<file path="src/rtl/hs_cmd_pkg.sv">
package hs_cmd_pkg;

   typedef enum logic [1:0] {HS_IDLE, HS_RELEASE, HS_REQUEST, HS_INVALID} hs_e;

   typedef enum logic [1:0] {ST_IDLE, ST_CMD, ST_DISP, ST_RSP} st_e;

   typedef struct packed {
      logic       known;
      logic       cvar;
      logic [7:0] clen;
      logic       rvar;
      logic [7:0] rlen;
   } len_entry_t;

   // Length pair for a command code; codes outside the known set derive
   // their lengths from their own bits.
   function automatic len_entry_t len_lookup(input logic [7:0] c);
      len_entry_t e;
      e.known = 1'b1;
      e.cvar  = 1'b0;
      e.clen  = 8'd0;
      e.rvar  = 1'b0;
      e.rlen  = 8'd0;
      case (c)
         8'h10: begin e.cvar = 1'b1; e.rvar = 1'b1; end
         8'h20: begin e.clen = 8'd2; e.rlen = 8'd1; end
         8'h30: begin e.rvar = 1'b1; end
         8'h40: begin e.clen = 8'd4; end
         default: begin
            e.known = 1'b0;
            e.cvar  = c[7];
            e.clen  = {6'd0, c[1:0]};
            e.rvar  = c[6];
            e.rlen  = {6'd0, c[3:2]};
         end
      endcase
      return e;
   endfunction

endpackage

</file>
<file path="src/rtl/hs_cmd_hs_decode.sv">
module hs_cmd_hs_decode
   import hs_cmd_pkg::*;
#(
   parameter int PORT_W  = 8,
   parameter int ACK_BIT = 3,
   parameter int REQ_BIT = 4
) (
   input  logic [PORT_W-1:0] port,
   output hs_e               hs
);
   always_comb begin
      case ({port[REQ_BIT], port[ACK_BIT]})
         2'b11:   hs = HS_IDLE;
         2'b10:   hs = HS_RELEASE;
         2'b01:   hs = HS_REQUEST;
         default: hs = HS_INVALID;
      endcase
   end
endmodule

</file>
<file path="src/rtl/hs_cmd_len_rom.sv">
module hs_cmd_len_rom
   import hs_cmd_pkg::*;
(
   input  logic [7:0] code,
   output len_entry_t ent
);
   always_comb ent = len_lookup(code);
endmodule

</file>
<file path="src/rtl/hs_cmd_byte_buf.sv">
module hs_cmd_byte_buf #(
   parameter int DEPTH = 32,
   parameter int W     = 8,
   localparam int IDX_W = $clog2(DEPTH)
) (
   input  logic             clk,
   input  logic             rst_n,
   input  logic             we,
   input  logic [IDX_W-1:0] widx,
   input  logic [W-1:0]     wdata,
   input  logic [IDX_W-1:0] ridx,
   output logic [W-1:0]     rdata
);
   logic [W-1:0] mem [DEPTH];

   for (genvar i = 0; i < DEPTH; i++) begin : g_ent
      always_ff @(posedge clk or negedge rst_n) begin
         if (!rst_n)                            mem[i] <= '0;
         else if (we && widx == IDX_W'(i))      mem[i] <= wdata;
      end
   end

   assign rdata = mem[ridx];
endmodule

</file>
<file path="src/rtl/hs_cmd_engine.sv">
module hs_cmd_engine
   import hs_cmd_pkg::*;
#(
   parameter int PORT_W    = 8,
   parameter int ACK_BIT   = 3,
   parameter int REQ_BIT   = 4,
   parameter int BUF_DEPTH = 32,
   localparam int IDX_W    = $clog2(BUF_DEPTH)
) (
   input  logic              clk,
   input  logic              rst_n,
   input  logic              host_wr,
   input  logic [PORT_W-1:0] host_wdata,
   output logic [PORT_W-1:0] port_q,
   input  logic [7:0]        sr_host_byte,
   input  logic              sr_host_to_dev,
   output logic [7:0]        sr_dev_byte,
   output logic              sr_done,
   output logic              poll_block,
   output logic              disp_start,
   output logic [7:0]        disp_cmd,
   output logic [7:0]        disp_argc,
   input  logic [IDX_W-1:0]  arg_rd_idx,
   output logic [7:0]        arg_rd_data,
   input  logic              rsp_wr,
   input  logic [IDX_W-1:0]  rsp_wr_idx,
   input  logic [7:0]        rsp_wr_data,
   input  logic              disp_done,
   input  logic [7:0]        disp_rsp_len
);
   localparam logic [PORT_W-1:0] PORT_RST =
      (PORT_W'(1) << ACK_BIT) | (PORT_W'(1) << REQ_BIT);
   localparam logic [7:0] DEPTH8 = 8'(BUF_DEPTH);

   if (ACK_BIT == REQ_BIT || ACK_BIT >= PORT_W || REQ_BIT >= PORT_W) begin : g_bad_bits
      $error("handshake bit positions must differ and lie inside the port");
   end
   if (BUF_DEPTH < 2 || BUF_DEPTH > 128 || (1 << IDX_W) != BUF_DEPTH) begin : g_bad_depth
      $error("buffer depth must be a power of two between 2 and 128");
   end

   // state
   logic [PORT_W-1:0] port_b, last_b, port_n, last_n;
   st_e               st, st_n;
   logic [7:0]        code, code_n;
   len_entry_t        cur, cur_n;
   logic [7:0]        apos, apos_n, rpos, rpos_n, rsz, rsz_n;
   logic [7:0]        sr_dev_q, sr_dev_n;
   logic              done_q, done_n, start_q, start_n, block_q, block_n;

   // sub-block links
   hs_e        hs;
   len_entry_t rom_ent;
   logic       arg_we;
   logic [7:0] rsp_rd, rsp_byte;
   logic       cmd_fin, rsp_fin, enter_rsp;

   hs_cmd_hs_decode #(.PORT_W(PORT_W), .ACK_BIT(ACK_BIT), .REQ_BIT(REQ_BIT)) u_dec (
      .port(port_b), .hs(hs));

   hs_cmd_len_rom u_rom (.code(sr_host_byte), .ent(rom_ent));

   hs_cmd_byte_buf #(.DEPTH(BUF_DEPTH), .W(8)) u_args (
      .clk(clk), .rst_n(rst_n), .we(arg_we), .widx(apos[IDX_W-1:0]),
      .wdata(sr_host_byte), .ridx(arg_rd_idx), .rdata(arg_rd_data));

   hs_cmd_byte_buf #(.DEPTH(BUF_DEPTH), .W(8)) u_rsp (
      .clk(clk), .rst_n(rst_n), .we(rsp_wr), .widx(rsp_wr_idx),
      .wdata(rsp_wr_data), .ridx(rpos[IDX_W-1:0]), .rdata(rsp_rd));

   // bytes past the reported size, or of an unknown code, go out as zero
   assign rsp_byte = (cur.known && rpos < rsz && rpos < DEPTH8) ? rsp_rd : 8'h00;

   always_comb begin
      port_n    = port_b;
      last_n    = last_b;
      st_n      = st;
      code_n    = code;
      cur_n     = cur;
      apos_n    = apos;
      rpos_n    = rpos;
      rsz_n     = rsz;
      sr_dev_n  = sr_dev_q;
      done_n    = 1'b0;
      start_n   = 1'b0;
      block_n   = block_q;
      arg_we    = 1'b0;
      cmd_fin   = 1'b0;
      rsp_fin   = 1'b0;
      enter_rsp = 1'b0;

      if (st == ST_DISP && disp_done) begin
         rsz_n     = disp_rsp_len;
         enter_rsp = 1'b1;
      end

      if (host_wr) begin
         port_n = host_wdata;
      end else if (port_b != last_b) begin
         case (hs)
            HS_RELEASE: begin
               port_n[ACK_BIT] = 1'b1;
               last_n          = port_n;
            end
            HS_REQUEST: begin
               if (st != ST_DISP) begin
                  port_n[ACK_BIT] = 1'b0;
                  last_n          = port_n;
                  case (st)
                     ST_IDLE: if (sr_host_to_dev) begin
                        code_n  = sr_host_byte;
                        cur_n   = rom_ent;
                        apos_n  = 8'd0;
                        rpos_n  = 8'd0;
                        st_n    = ST_CMD;
                        block_n = 1'b1;
                        done_n  = 1'b1;
                        cmd_fin = !rom_ent.cvar && rom_ent.clen == 8'd0;
                     end
                     ST_CMD: if (sr_host_to_dev) begin
                        done_n = 1'b1;
                        if (cur.cvar) begin
                           cur_n.clen = sr_host_byte;
                           cur_n.cvar = 1'b0;
                           cmd_fin    = sr_host_byte == 8'd0;
                        end else if (apos < DEPTH8) begin
                           arg_we  = 1'b1;
                           apos_n  = apos + 8'd1;
                           cmd_fin = (apos + 8'd1) == cur.clen;
                        end
                     end
                     ST_RSP: if (!sr_host_to_dev) begin
                        done_n = 1'b1;
                        if (cur.rvar) begin
                           sr_dev_n   = rsz;
                           cur_n.rlen = rsz;
                           cur_n.rvar = 1'b0;
                           rsp_fin    = rsz == 8'd0;
                        end else begin
                           sr_dev_n = rsp_byte;
                           rpos_n   = rpos + 8'd1;
                           rsp_fin  = (rpos + 8'd1) == cur.rlen;
                        end
                     end
                     default: ;
                  endcase
               end
            end
            default: last_n = port_b;
         endcase
      end

      if (cmd_fin) begin
         if (cur_n.known) begin
            st_n    = ST_DISP;
            start_n = 1'b1;
         end else begin
            rsz_n     = cur_n.rvar ? 8'd0 : cur_n.rlen;
            enter_rsp = 1'b1;
         end
      end
      if (enter_rsp) begin
         st_n = ST_RSP;
         if (!cur_n.rvar && cur_n.rlen == 8'd0) rsp_fin = 1'b1;
      end
      if (rsp_fin) begin
         st_n    = ST_IDLE;
         block_n = 1'b0;
      end
   end

   always_ff @(posedge clk or negedge rst_n) begin
      if (!rst_n) begin
         port_b   <= PORT_RST;
         last_b   <= PORT_RST;
         st       <= ST_IDLE;
         code     <= 8'd0;
         cur      <= '0;
         apos     <= 8'd0;
         rpos     <= 8'd0;
         rsz      <= 8'd0;
         sr_dev_q <= 8'd0;
         done_q   <= 1'b0;
         start_q  <= 1'b0;
         block_q  <= 1'b0;
      end else begin
         port_b   <= port_n;
         last_b   <= last_n;
         st       <= st_n;
         code     <= code_n;
         cur      <= cur_n;
         apos     <= apos_n;
         rpos     <= rpos_n;
         rsz      <= rsz_n;
         sr_dev_q <= sr_dev_n;
         done_q   <= done_n;
         start_q  <= start_n;
         block_q  <= block_n;
      end
   end

   assign port_q      = port_b;
   assign sr_dev_byte = sr_dev_q;
   assign sr_done     = done_q;
   assign disp_start  = start_q;
   assign disp_cmd    = code;
   assign disp_argc   = apos;
   assign poll_block  = block_q;
endmodule

</file>
<file path="config.mk">
export PLATFORM = sky130hd
export DESIGN_NAME = hs_cmd_engine
export DESIGN_NICKNAME = d
export VERILOG_FILES = /design/src/rtl/hs_cmd_pkg.sv /design/src/rtl/hs_cmd_hs_decode.sv /design/src/rtl/hs_cmd_len_rom.sv /design/src/rtl/hs_cmd_byte_buf.sv /design/src/rtl/hs_cmd_engine.sv
export SDC_FILE = /design/constraint.sdc
export NUM_CORES = 1
export LEC_CHECK = 0
export BUFFER_PORTS_ARGS = -buffer_cell sky130_fd_sc_hd__buf_2
export CORE_MARGIN = 5
export CORE_UTILIZATION = 31
export CTS_BUF_LIST = sky130_fd_sc_hd__clkbuf_8
export DETAILED_ROUTE_END_ITERATION = 10
export GPL_TIMING_DRIVEN = 1
export PLACE_DENSITY_LB_ADDON = 0.08
export SLEW_MARGIN = 20
export SYNTH_ARGS = -nofsm -noshare
export SYNTH_HDL_FRONTEND = slang
export SYNTH_SLANG_ARGS = --single-unit
export TNS_END_PERCENT = 1
</file>
<file path="constraint.sdc">
create_clock -name clk -period 2.8 [get_ports clk]
set_input_delay 0.28 -clock clk [delete_from_list [all_inputs] [get_ports clk]]
set_output_delay 0.28 -clock clk [all_outputs]
set_load 0.02 [all_outputs]
</file>
Word-level counts from Yosys, hierarchy flattened
Cells that the tools add are included.

Flip-flop bits (word level): 592. Output and inout port bits: 43.

Add/subtract/negate cells: 2. Order comparisons: 5. Equal/unequal tests: 88. Mux-type cells: 99. Bitwise operators: 4. Reductions and logical operators: 102.

Operators by type and width (number): $eq 5x5->1 const B (32); $mux 8 (19); $mux 19 (5); $bmux 8 s5 (2); $eq 5x4->1 const B (16); $logic_and 1x1->1 (69); $mux 1 (48); $pmux 8 s2 (3); $eq 5x3->1 const B (8); $pmux 9 s2 (2); $logic_not 8->1 (4); $eq 5x2->1 const B (4); $mux 2 (10); $mux 9 (2); $ne 2x2->1 const B (9); $reduce_and 6->1 (3); $add 8x1->8 const B (2); $eq 8x6->1 const B (2); $eq 8x8->1 (2); $lt 8x6->1 const B (2); $reduce_and 8->1 (2); $reduce_bool 2->1 (8); $ge 6x6->1 const B (2); $not 5->6 (2); other kinds (24) (42).

Depth between registers and ports, before layout
Word-level depth: 15. Depth in mapped cells: 13. Mapped depth without buffers: 10.

By module
A second synthesis with hierarchy kept.

Cell total of the unflattened synthesis: 1923. Area, all modules: 28342.2 um^2.

Modules (own cells, without submodules): hs_cmd_byte_buf (times used 2, cells each 703, area an instance 11703.7 um^2, sequential area each 6406.1 um^2); hs_cmd_engine (times used 1, cells each 486, area an instance 4724.5 um^2, sequential area each 2006.9 um^2); hs_cmd_len_rom (times used 1, cells each 29, area an instance 202.7 um^2, sequential area each 0.0 um^2); hs_cmd_hs_decode (times used 1, cells each 2, area an instance 7.5 um^2, sequential area each 0.0 um^2).

Worst setup path before layout
OpenSTA, ideal clock, no wires.

Path kind: register to register. Start point: reg apos[0] (netlist: disp_argc[0]). End point: reg st[0]. Setup time: 0.094 ns. Arrival time: 2.671 ns. Required time: 2.706 ns. Slack: 0.035 ns. Cell stages (with the launch flop): 13. Buffers on the path: 2. Period minus slack after synthesis: 2.765 ns. Cell sequence: dfrtp_1 -> ha_1 -> buf_2 -> and3_1 -> ha_1 -> xor2_1 -> nand2_1 -> nor3_1 -> a41o_1 -> and4_1 -> buf_6 -> o2111a_1 -> a211oi_1.

Longest elaborated chain between the ends: 13. Elaborated cells between the ends (all ways): 16. Classes of those cells: add/sub: 1; order compare: 1; eq/ne: 1; mux: 13.

RTL lines: start: declaration (RTL line hs_cmd_engine.sv:47) `logic [7:0] apos, apos_n, rpos, rpos_n, rsz, rsz_n;`; start signal: assignment (RTL line hs_cmd_engine.sv:192) `apos <= apos_n;`; $add 8x1->8 (RTL line hs_cmd_engine.sv:129) `cmd_fin = (apos + 8'd1) == cur.clen;`; $eq 8x8->1 (RTL line hs_cmd_engine.sv:129); $mux 1 * (RTL line hs_cmd_engine.sv:126) `end else if (apos < DEPTH8) begin`; $mux 1 * (RTL line hs_cmd_engine.sv:122) `if (cur.cvar) begin`; $mux 1 * (RTL line hs_cmd_engine.sv:120) `ST_CMD: if (sr_host_to_dev) begin`; $pmux 1 s2 * (RTL line hs_cmd_engine.sv:109) `case (st)`; $mux 1 * (RTL line hs_cmd_engine.sv:106) `if (st != ST_DISP) begin`; $mux 1 * (RTL line hs_cmd_engine.sv:100) `case (hs)`; $mux 1 * (RTL line hs_cmd_engine.sv:99) `end else if (port_b != last_b) begin`; $mux 1 * (RTL line hs_cmd_engine.sv:97) `if (host_wr) begin`; $mux 2 / $mux 1 (equally long branches) (RTL line hs_cmd_engine.sv:153) `if (cmd_fin) begin`; $mux 2 / $mux 1 (equally long branches) (RTL line hs_cmd_engine.sv:162) `if (enter_rsp) begin`; $mux 2 * (RTL line hs_cmd_engine.sv:166) `if (rsp_fin) begin`; net st_n[0] (RTL line hs_cmd_engine.sv:44) `st_e st, st_n;`; end signal: assignment (RTL line hs_cmd_engine.sv:189) `st <= st_n;`; end: declaration (RTL line hs_cmd_engine.sv:44).

Mark *: on every way through the listed nets, which the timed path passes. The rest lies on a longest branch. A chain may end at the register's enable or synchronous reset.

Worst setup path in the final report
Start point: reg u_args.mem[128] (netlist name). End point: out arg_rd_data[0].

Longest elaborated chain between the ends: 3.

RTL lines: start: declaration (RTL line hs_cmd_byte_buf.sv:14) `logic [W-1:0] mem [DEPTH];`; start signal: indexed assignment (RTL line hs_cmd_byte_buf.sv:19) `else if (we && widx == IDX_W'(i)) mem[i] <= wdata;`; $bmux 8 s5 (RTL line hs_cmd_byte_buf.sv:23) `assign rdata = mem[ridx];`; $mux 8 (implied by the code) (2 in series) (RTL line hs_cmd_byte_buf.sv:23); end: declaration (RTL line hs_cmd_engine.sv:24) `output logic [7:0] arg_rd_data,`.

Every way passes these cells. The select of a mux whose other input is x is not followed.

==> summary.txt <==
status -> finished, violations left
failing checks -> setup timing
first-pass GRT wire length -> 120400 um
Final HPWL DP -> 51510 um
P_leak -> 15.46 nW
cell taking the most area after synthesis -> dfrtp_1
Post-synth top cells -> dfrtp_1 (588), mux2_2 (493), mux4_2 (160)
effective utilization at floorplan -> 0.3122
Max Buffers Root-to-Sink -> 3
initial antenna violation count -> 5
Clock Latency Late Sink -> 0.74 ns
nets@finish -> 2168
Mapped Area -> 28110 um2
Final Setup Violations -> 8
first-pass detailed-route iteration total -> 4
crit path DAT -> 2.68 ns
gpl congestion -> 0.7502
CTS tree -> built
clock power share -> 0.357
number of synthesized flops with an enable pin -> 0
vias in the first global route -> 18270
DRT iter0 DRCs -> 781
RSZ-0062 raised after global routing -> yes
crit-path most repeated cell -> mux4_2
Top delay family on crit path -> multiplexers
Psw -> 7.100 mW
final period demand of the worst path -> 2.961 ns
DR DRC count -> 0
syn_nets -> 1960
Die H -> 311.1 um
Worst-path clk slew -> 0.06 ns
Sw Share -> 0.2947
die width -> 311.1 um
top_reg_cell synth -> dfrtp_1
slowest stage delay, CP -> 0.56 ns
Slew Limit Fails -> 0
core area -> 90010 um2
endpoint class of the critical path -> output port
VDD IR max -> 481.4 uV
Routed Antenna Nets -> 0
grt ovf -> 0
Synth Warn # -> 0
Cell Int Power -> 16.99 mW
Power, Total -> 24.09 mW
DRT Wirelength -> 78790 um
most common cell in the synthesized netlist -> dfrtp_1
worst slew pin tran -> 0.7478 ns
via count -> 16950
Data required, critical path -> 2.52 ns
CP Max Fanout -> 2
kind of critical path -> reg -> out
period utilization -> 1.057
Vias/cell -> 5.037
full die area -> 96790 um2
Max Clk Rate -> 337.8 MHz
Mapped Cells -> 1892
PortBufs -> 90
worst min-delay path class -> in -> reg
Logic pwr share -> 0.212
register share of total power -> 0.431
Finished Layout Cells -> 3364
Max Cap Viol -> 0
WHS -> 0.1351 ns
H-tree Lvls -> 3
clock sink count -> 592
layout overhead on the synthesized area -> 18.19%
Worst Skew -> 0.02985 ns
slew margin rel. -> 0.5015
Worst path slowest cell -> mux4_2
FFs w/ async S/R, synth -> 1.000
Final Worst Setup Slack -> -0.1606 ns
crit path buf inv count -> 1
pwr/cell area -> 725.3 nW/um2
WL/cell -> 23.42 um
layout cells sized above 1 -> 0.4897
Final Hold Fails -> 0
clk root buf -> clkbuf_8
GRT Overall Usage -> 0.1624
area share of the largest cell type after synthesis -> 0.5235
Mapped Avg Cell Area -> 14.86 um2
CP Cell Sequence -> mux4_2 -> mux4_2 -> mux2_4 -> buf_6
nature of the critical path startpoint -> flip-flop
# IOs -> 91
register area share after synthesis -> 0.5273
top cells by area, synth -> dfrtp_1 (52%), mux2_2 (20%), mux4_2 (13%), mux2_1 (1.7%), clkbuf_1 (1.3%)
Post-Place Cells -> 3132
count of cell types in the netlist -> 66
largest net degree at the start of global routing -> 80
Row Count -> 110
CTS Buf Count -> 112
Seq cells post-synth -> 592
[power groups by stage]
stage	clock, mW	combinational [mW]	sequential, mW
final	8.59	5.11	10.4
after global routing	9.33	5.58	10.5
after CTS	8.98	5.22	10.4
after detailed placement	0	5.17	10.5
after global placement	0	5.11	10.5
after floorplan	0	3.27	10.4
[kinds of logic after synthesis]
group	share of synthesized area
XOR/XNOR	0.008414
buffers and inverters	0.02471
flip-flops	0.5273
multiplexers	0.3504
AND/OR/NAND/NOR	0.05017
AO/OA/AOI/OAI	0.03010
adder cells (fa/ha/maj)	0.008904
[path summary, 6_finish.rpt]
| check | start | end | slack (ns) | cells after the start |
|---|---|---|---|---|
| max | u_args.mem[128] | arg_rd_data[0] | -0.16 | 4 |
| min | host_wr | port_q[0] | 0.14 | 3 |
| max reg2reg | port_q[3] | u_args.mem[103] | 0.01 | 8 |
| min reg2reg | last_b[3] | last_b[3] | 0.48 | 2 |
| max in group asynchronous | rst_n | u_rsp.mem[95] | 1.72 | 3 |
| min in group asynchronous | rst_n | u_args.mem[89] | 0.17 | 2 |
[sequential cells by signal, indices dropped and copies added, names as in the netlist]
signal / count
cur: 19
disp_argc: 8
disp_cmd: 8
disp_start: 1
last_b: 8
poll_block: 1
port_q: 8
rpos: 8
rsz: 8
sr_dev_byte: 8
sr_done: 1
st: 2
u_args.mem: 256
u_rsp.mem: 256
[layer usage]
layer	up-vias	track usage	part of all wire	wire, um
met5	-	0	0	0
met4	0	0.03711	0.018	1383
met3	106	0.03097	0.033	2628
met2	249	0.2676	0.49	38410
met1	9102	0.2239	0.46	36370
li1	7488	-	-	-
[area by class of cell]
type                    count  area, um2
multi-input cells        1141      12630
repair buffers            232       1917
clock buffers             141       1941
well taps                1176       1471
flip-flops and latches    592      14830
clock inverters            58      340.3
fillers                  8790      56790
diodes                      3      7.507
inverters                  21      78.83
[stage by stage]
| step | cell area, um2 | util | TNS, ns | worst slack, ns |
|---|---|---|---|---|
| after floorplan | 28110 | - | 0 | 0.03541 |
| after global placement | 30550 | 0.3394 | 0 | 0.04535 |
| after detailed placement | 30550 | 0.3394 | 0 | 0.009295 |
| after CTS | 33160 | 0.3684 | -2.082 | -0.2801 |
| after global routing | 33210 | 0.3690 | -3.300 | -0.2389 |
| final | 33220 | 0.3690 | -1.036 | -0.1606 |
[repair_timing]
| action | in CTS | in global routing |
|---|---|---|
| pin swaps | 0 | 0 |
| gates resized for setup | 12 | 12 |
| hold buffers | 28 | 0 |
| setup buffers | 1 | 1 |
| setup endpoints to repair | 9 | 128 |
| endpoints found under the hold margin | 92 | 0 |
[cell usage in the layout, fill, tap and decap left out, types with 20 or more instances in the layout]
| cell | n |
|---|---|
| buf_12 | 22 |
| dfrtp_1 | 586 |
| nand2_1 | 69 |
| o21ai_0 | 56 |
| nor2_1 | 45 |
| clkbuf_8 | 141 |
| inv_1 | 58 |
| mux2_1 | 43 |
| buf_2 | 80 |
| nand3_1 | 20 |
| mux4_2 | 160 |
| ha_1 | 20 |
| mux2i_1 | 21 |
| mux2_2 | 487 |
| dlygate4sd3_1 | 28 |
| buf_4 | 95 |
[tightest hold or removal path, stage by stage]
cell	delay [ns]
buf_2	0.09
buf_4	0.25
mux2_2	0.19
No activity file was read; power rests on OpenSTA's default activity.
